<file path="config.mk">
export PLATFORM = sky130hd
export DESIGN_NAME = cfg_byte_serializer
export DESIGN_NICKNAME = d
export VERILOG_FILES = /design/src/rtl/cfgser_pkg.sv /design/src/rtl/cfgser_ctrl.sv /design/src/rtl/cfgser_datapath.sv /design/src/rtl/cfg_byte_serializer.sv
export SDC_FILE = /design/constraint.sdc
export NUM_CORES = 1
export LEC_CHECK = 0
export ABC_AREA = 1
export ABC_CLOCK_PERIOD_IN_PS = 1800
export CAP_MARGIN = 15
export CORE_ASPECT_RATIO = 1.5
export CORE_MARGIN = 2
export CORE_UTILIZATION = 54
export DETAILED_ROUTE_END_ITERATION = 6
export GPL_ROUTABILITY_DRIVEN = 0
export PLACE_DENSITY = 0.76
export SLEW_MARGIN = 5
export SYNTH_ARGS = -nofsm -noshare
export SYNTH_HDL_FRONTEND = slang
export SYNTH_HIERARCHICAL = 1
export SYNTH_SLANG_ARGS = --single-unit
</file>
<file path="constraint.sdc">
create_clock -name clk -period 1.8 [get_ports clk]
set_input_delay 0.45 -clock clk [delete_from_list [all_inputs] [get_ports clk]]
set_output_delay 0.45 -clock clk [all_outputs]
set_load 0.1 [all_outputs]
</file>
<file path="src/rtl/cfgser_pkg.sv">
package cfgser_pkg;

  // Strobes from the control path to the datapath
  typedef struct packed {
    logic captureEn;   // raw qualified write is active: sample the bus
    logic holdLoad;    // write end accepted: fill the holding register
  } ctrlStrobe_t;

endpackage

</file>
<file path="src/rtl/cfgser_ctrl.sv">
module cfgser_ctrl
  import cfgser_pkg::*;
#(
  parameter int SYNC_STAGES = 2,
  parameter int DATA_W      = 8
) (
  input  logic        clk,
  input  logic        rstN,
  input  logic        selLowN,
  input  logic        selHigh,
  input  logic        wrN,
  input  logic        rdN,
  input  logic        loadAck,
  output ctrlStrobe_t strobe,
  output logic        holdFull,
  output logic        ready,
  output logic        overrunErr,
  output logic        d7OutEn
);

  localparam int MAX_BUSY = DATA_W;
  localparam int BUSY_W   = $clog2(MAX_BUSY + 2);

  logic                   wrRaw;
  logic [SYNC_STAGES-1:0] wrSync;
  logic                   wrPrev;
  logic                   wrDone;

  assign wrRaw = !selLowN && selHigh && !wrN;

  // Synchronizer chain for the qualified write
  genvar gi;
  generate
    for (gi = 0; gi < SYNC_STAGES; gi++) begin : g_sync
      if (gi == 0) begin : g_first
        always_ff @(posedge clk or negedge rstN) begin
          if (!rstN) wrSync[0] <= 1'b0;
          else       wrSync[0] <= wrRaw;
        end
      end else begin : g_next
        always_ff @(posedge clk or negedge rstN) begin
          if (!rstN) wrSync[gi] <= 1'b0;
          else       wrSync[gi] <= wrSync[gi-1];
        end
      end
    end
  endgenerate

  always_ff @(posedge clk or negedge rstN) begin
    if (!rstN) wrPrev <= 1'b0;
    else       wrPrev <= wrSync[SYNC_STAGES-1];
  end

  // Trailing edge of the synchronized write
  assign wrDone = wrPrev && !wrSync[SYNC_STAGES-1];

  assign strobe.captureEn = wrRaw;
  assign strobe.holdLoad  = wrDone && ready;

  always_ff @(posedge clk or negedge rstN) begin
    if (!rstN) begin
      ready      <= 1'b1;
      holdFull   <= 1'b0;
      overrunErr <= 1'b0;
    end else begin
      if (wrDone && ready) begin
        ready    <= 1'b0;
        holdFull <= 1'b1;
      end else if (wrDone) begin
        overrunErr <= 1'b1;
      end
      if (loadAck) begin
        holdFull <= 1'b0;
        ready    <= 1'b1;
      end
    end
  end

  assign d7OutEn = !selLowN && selHigh && !rdN;

  // Busy-length monitor used by the bound check
  logic [BUSY_W-1:0] busyCnt;
  always_ff @(posedge clk or negedge rstN) begin
    if (!rstN)                 busyCnt <= '0;
    else if (ready)            busyCnt <= '0;
    else if (busyCnt <= BUSY_W'(MAX_BUSY)) busyCnt <= busyCnt + 1'b1;
  end

  a_r4_busy_bound: assert property (@(posedge clk) disable iff (!rstN)
    busyCnt <= BUSY_W'(MAX_BUSY));

  a_r2_fall_from_write: assert property (@(posedge clk) disable iff (!rstN)
    $fell(ready) |-> $past(wrDone));

  a_r7_err_sticky: assert property (@(posedge clk) disable iff (!rstN)
    overrunErr |=> overrunErr);

  a_r7_no_overwrite: assert property (@(posedge clk) disable iff (!rstN)
    strobe.holdLoad |-> !holdFull);

  a_r5_ack_when_busy: assert property (@(posedge clk) disable iff (!rstN)
    loadAck |-> (!ready && holdFull));

endmodule

</file>
<file path="src/rtl/cfgser_datapath.sv">
module cfgser_datapath
  import cfgser_pkg::*;
#(
  parameter int DATA_W      = 8,
  parameter int SYNC_STAGES = 2
) (
  input  logic              clk,
  input  logic              rstN,
  input  logic [DATA_W-1:0] dataIn,
  input  ctrlStrobe_t       strobe,
  input  logic              holdFull,
  output logic              loadAck,
  output logic              serialOut
);

  localparam int CNT_W = $clog2(DATA_W);

  logic [DATA_W-1:0] sampleReg;
  logic [DATA_W-1:0] dataDly [SYNC_STAGES];
  logic [DATA_W-1:0] holdReg;
  logic [DATA_W-2:0] shiftReg;
  logic [CNT_W-1:0]  bitCnt;

  // Bus sample while the raw write is active
  always_ff @(posedge clk or negedge rstN) begin
    if (!rstN)                 sampleReg <= '0;
    else if (strobe.captureEn) sampleReg <= dataIn;
  end

  // Delay line keeping the sample aligned with the strobe synchronizer
  genvar gi;
  generate
    for (gi = 0; gi < SYNC_STAGES; gi++) begin : g_dly
      if (gi == 0) begin : g_first
        always_ff @(posedge clk or negedge rstN) begin
          if (!rstN) dataDly[0] <= '0;
          else       dataDly[0] <= sampleReg;
        end
      end else begin : g_next
        always_ff @(posedge clk or negedge rstN) begin
          if (!rstN) dataDly[gi] <= '0;
          else       dataDly[gi] <= dataDly[gi-1];
        end
      end
    end
  endgenerate

  always_ff @(posedge clk or negedge rstN) begin
    if (!rstN)                holdReg <= '0;
    else if (strobe.holdLoad) holdReg <= dataDly[SYNC_STAGES-1];
  end

  // Serializer on the falling edge
  always_ff @(negedge clk or negedge rstN) begin
    if (!rstN) begin
      shiftReg  <= '0;
      bitCnt    <= '0;
      serialOut <= 1'b0;
      loadAck   <= 1'b0;
    end else if (bitCnt == '0 && holdFull) begin
      serialOut <= holdReg[0];
      shiftReg  <= holdReg[DATA_W-1:1];
      bitCnt    <= CNT_W'(DATA_W - 1);
      loadAck   <= 1'b1;
    end else begin
      loadAck <= 1'b0;
      if (bitCnt != '0) begin
        serialOut <= shiftReg[0];
        shiftReg  <= shiftReg >> 1;
        bitCnt    <= bitCnt - 1'b1;
      end
    end
  end

  a_r9_idle_hold: assert property (@(negedge clk) disable iff (!rstN)
    ($past(bitCnt) == '0 && bitCnt == '0 && !loadAck) |-> $stable(serialOut));

  a_r5_count_steps: assert property (@(negedge clk) disable iff (!rstN)
    (bitCnt != '0) |=> (loadAck || bitCnt == $past(bitCnt) - 1'b1));

endmodule

</file>
<file path="src/rtl/cfg_byte_serializer.sv">
module cfg_byte_serializer
  import cfgser_pkg::*;
#(
  parameter int DATA_W      = 8,
  parameter int SYNC_STAGES = 2
) (
  input  logic              clk,
  input  logic              rstN,
  input  logic              selLowN,
  input  logic              selHigh,
  input  logic              wrN,
  input  logic              rdN,
  input  logic [DATA_W-1:0] dataIn,
  output logic              ready,
  output logic              serialOut,
  output logic              d7Out,
  output logic              d7OutEn,
  output logic              overrunErr
);

  ctrlStrobe_t strobe;
  logic        holdFull;
  logic        loadAck;

  cfgser_ctrl #(.SYNC_STAGES(SYNC_STAGES), .DATA_W(DATA_W)) u_ctrl (
    .clk(clk), .rstN(rstN), .selLowN(selLowN), .selHigh(selHigh),
    .wrN(wrN), .rdN(rdN), .loadAck(loadAck), .strobe(strobe),
    .holdFull(holdFull), .ready(ready), .overrunErr(overrunErr),
    .d7OutEn(d7OutEn)
  );

  cfgser_datapath #(.DATA_W(DATA_W), .SYNC_STAGES(SYNC_STAGES)) u_dp (
    .clk(clk), .rstN(rstN), .dataIn(dataIn), .strobe(strobe),
    .holdFull(holdFull), .loadAck(loadAck), .serialOut(serialOut)
  );

  // Status mirrored onto bit 7 during reads
  assign d7Out = ready;

  a_r8_read_busy: assert property (@(posedge clk) disable iff (!rstN)
    (d7OutEn && !ready) |-> !d7Out);

endmodule

</file>
==> reports/metrics.csv <==
metric,value,unit
Via Count,1046,
antenna violations before repair,0,
Pre-antenna DRT Iters,4,
crit end category,output port,
Root Buffer,clkbuf_8,
Setup-failing EPs final,8,
Non-Filler Instances,206,
most common cell in the netlist,dfrtp_1,
"Seq/Total Area, Yosys",68.1,%
Cells after Synth,140,
DR top layer,met4,
violated checks,setup timing,
critical path type,flop to output port,
Crit path buffers/inverters,1,
critical path arrival,1.86,ns
Chip Width,51.7,um
Async SR Flop Fraction,100,%
synthesized net count,156,
DRC,0,
CP Data Required Time,1.35,ns
CTS H-tree depth,2,
All-Layer GR Usage,17.7,%
total power divided by cell area,916,nW/um2
unrepaired setup endpoints after global routing,yes,
synth warn,6,
met1 wire length,1020,um
Peak VDD IR,0.000808,V
largest net degree at the start of global routing,26,
Crit path max-delay family,flip-flops,
DR WL met2,1540,um
max cap viols,0,
worst skew pair latency,0.31,ns
Synth Flop Type,dfrtp_1,
"Area growth, synth to finish",21.3,%
die height,75.5,um
"area leader, netlist",dfrtp_1,
Core Footprint,3320,um2
Crit path largest cell delay,0.46,ns
Synth top cells by count,"dfrtp_1, mux2_2, nand2_1, nand3_1, dfrtn_1",
# diodes,0,
HP Class,input port to asynchronous set/reset pin,
Clock transition at path regs,0.09,ns
final WL,2770,um
nets,179,
setup TNS,-0.685,ns
Iter 0 DRT Violations,21,
Overflow after GRT,0,
clock sinks,50,
TritonCTS clock tree,built,
WL met3,131,um
WL per Instance,13.5,um
Max Slew Vio Count,0,
largest cells by area after synthesis,"dfrtp_1, dfrtn_1, mux2_2, nand3_1, nand2_1",
crit start category,flop,
top-area cell type share of the netlist area,50.3,%
hold buffer count at cts,0,
Num CTS Buffers,5,
Setup Skew,0.00324,ns
Site Rows,26,
PortBufs,18,
DP Cell Count,197,
vias in the first global route,1078,
share of layout cells above drive strength 1,31.7,%
Leakage Power,0.00106,uW
first-pass GRT wire length,4820,um
"critical path fanouts, max",2,
Post-synth EDFFs,0,
Initial Util,55.4,%
syn avg cell area,13.1,um2
Die ar.,3900,um2
Clock Tree Buf Depth,2,
dpl hpwl,1950,um
synthesis-stage register bit count,50,
endpoints failing hold,0,
crit-path cells,buf_12,
Netlist cell types,23,
status,"finished, violations left",
post-route worst setup slack,-0.507,ns
Post-Syn Area,1840,um2
Via density,5.08,
Antenna Nets Post-Route,0,
Worst Tran Pin Value,0.389,ns
CP max-delay cell,dfrtn_1,
Slew HR,74.1,%
num ports,19,
==> state kept, by name, summed over array words and instances, names as in the netlist <==
| name | count |
|---|---|
| u_ctrl/overrunErr | 1 |
| u_dp/bitCnt | 3 |
| u_ctrl/wrPrev | 1 |
| u_dp/serialOut | 1 |
| u_ctrl/holdFull | 1 |
| u_dp/dataDly | 16 |
| u_dp/loadAck | 1 |
| u_dp/shiftReg | 7 |
| u_dp/holdReg | 8 |
| u_dp/sampleReg | 8 |
| u_ctrl/wrSync | 2 |
| u_ctrl/ready | 1 |
==> where the power goes <==
group	switching (uW)	total, uW	leakage, uW	internal, uW
registers	36.8	1260	0.000635	1230
clock network	382	670	0.0000495	288
logic	48.6	108	0.000378	59.6
==> cell families after synthesis <==
group	after synthesis	share of synthesized area, %
multiplexers	16	9.80
buffers and inverters	20	5.37
AO/OA/AOI/OAI	4	1.63
AND/OR/NAND/NOR	48	13.7
adder cells (fa/ha/maj)	2	1.36
flip-flops	50	68.1
==> cells in the final DEF, fill, tap and decap left out, types with 3 or more instances in the layout <==
| cell type | count |
|---|---|
| buf_12 | 5 |
| buf_4 | 3 |
| clkbuf_8 | 5 |
| clkdlybuf4s50_1 | 11 |
| dfrtn_1 | 12 |
| dfrtp_1 | 36 |
| inv_1 | 10 |
| inv_6 | 3 |
| mux2_2 | 16 |
| nand2_1 | 16 |
| nand3_1 | 13 |
| nand3_2 | 3 |
| nand4_1 | 6 |
| nor2_4 | 3 |
==> final cells by class <==
| class | instances | area, um2 |
|---|---|---|
| fill | 268 | 1090 |
| sequential | 50 | 1250 |
| tap | 42 | 52.6 |
| inverter | 14 | 57.6 |
| multi-input combinational | 70 | 514 |
| clock inverter | 3 | 26.3 |
| clock buffer | 5 | 68.8 |
| timing repair buffer | 22 | 258 |
==> metrics by stage <==
| step | total power, uW | worst slack, ns | utilization (%) | hold WS, ns | cell area (um2) |
|---|---|---|---|---|---|
| 5_1_grt | 2130 | -0.541 | 67.2 | 0.363 | 2230 |
| 4_1_cts | 2080 | -0.516 | 67.1 | 0.339 | 2230 |
| 2_1_floorplan | 1320 | -0.513 | - | 0.154 | 1850 |
| 6_report | 2040 | -0.507 | 67.2 | 0.325 | 2230 |
| 3_5_place_dp | 1390 | -0.175 | 63.4 | 0.335 | 2100 |
| 3_3_place_gp | 1380 | -0.165 | 63.4 | 0.333 | 2100 |
==> metal layers <==
| metal | track usage [%] | up-vias |
|---|---|---|
| li1 | - | 503 |
| met3 | 4.51 | 8 |
| met2 | 32.5 | 27 |
| met4 | 10.5 | 0 |
| met5 | 0 | - |
| met1 | 18.0 | 508 |
==> what timing repair did <==
action	4_1_cts	5_1_grt
gates resized for setup	8	1
endpoints found under the setup margin	14	12
cloned	0	0
buffers inserted	1	0
pin swaps	6	1
==> worst paths after layout <==
path	from	to	slack, ns	depth (start not counted)
max	u_dp/serialOut$_DFFE_NN0P_	serialOut	-0.51	1
min	rstN	u_dp/dataDly[6]$_DFF_PN0_	0.33	2
max reg2reg	u_ctrl/holdFull$_DFFE_PN0P_	u_dp/shiftReg[5]$_DFFE_NN0P_	-0.05	3
min reg2reg	u_dp/dataDly[13]$_DFF_PN0_	u_dp/dataDly[5]$_DFF_PN0_	0.35	0
max in group asynchronous	rstN	u_dp/shiftReg[3]$_DFFE_NN0P_	0.74	1
min in group clk	u_dp/dataDly[13]$_DFF_PN0_	u_dp/dataDly[5]$_DFF_PN0_	0.35	0
Note: power is estimated with default switching activity, not from simulation.
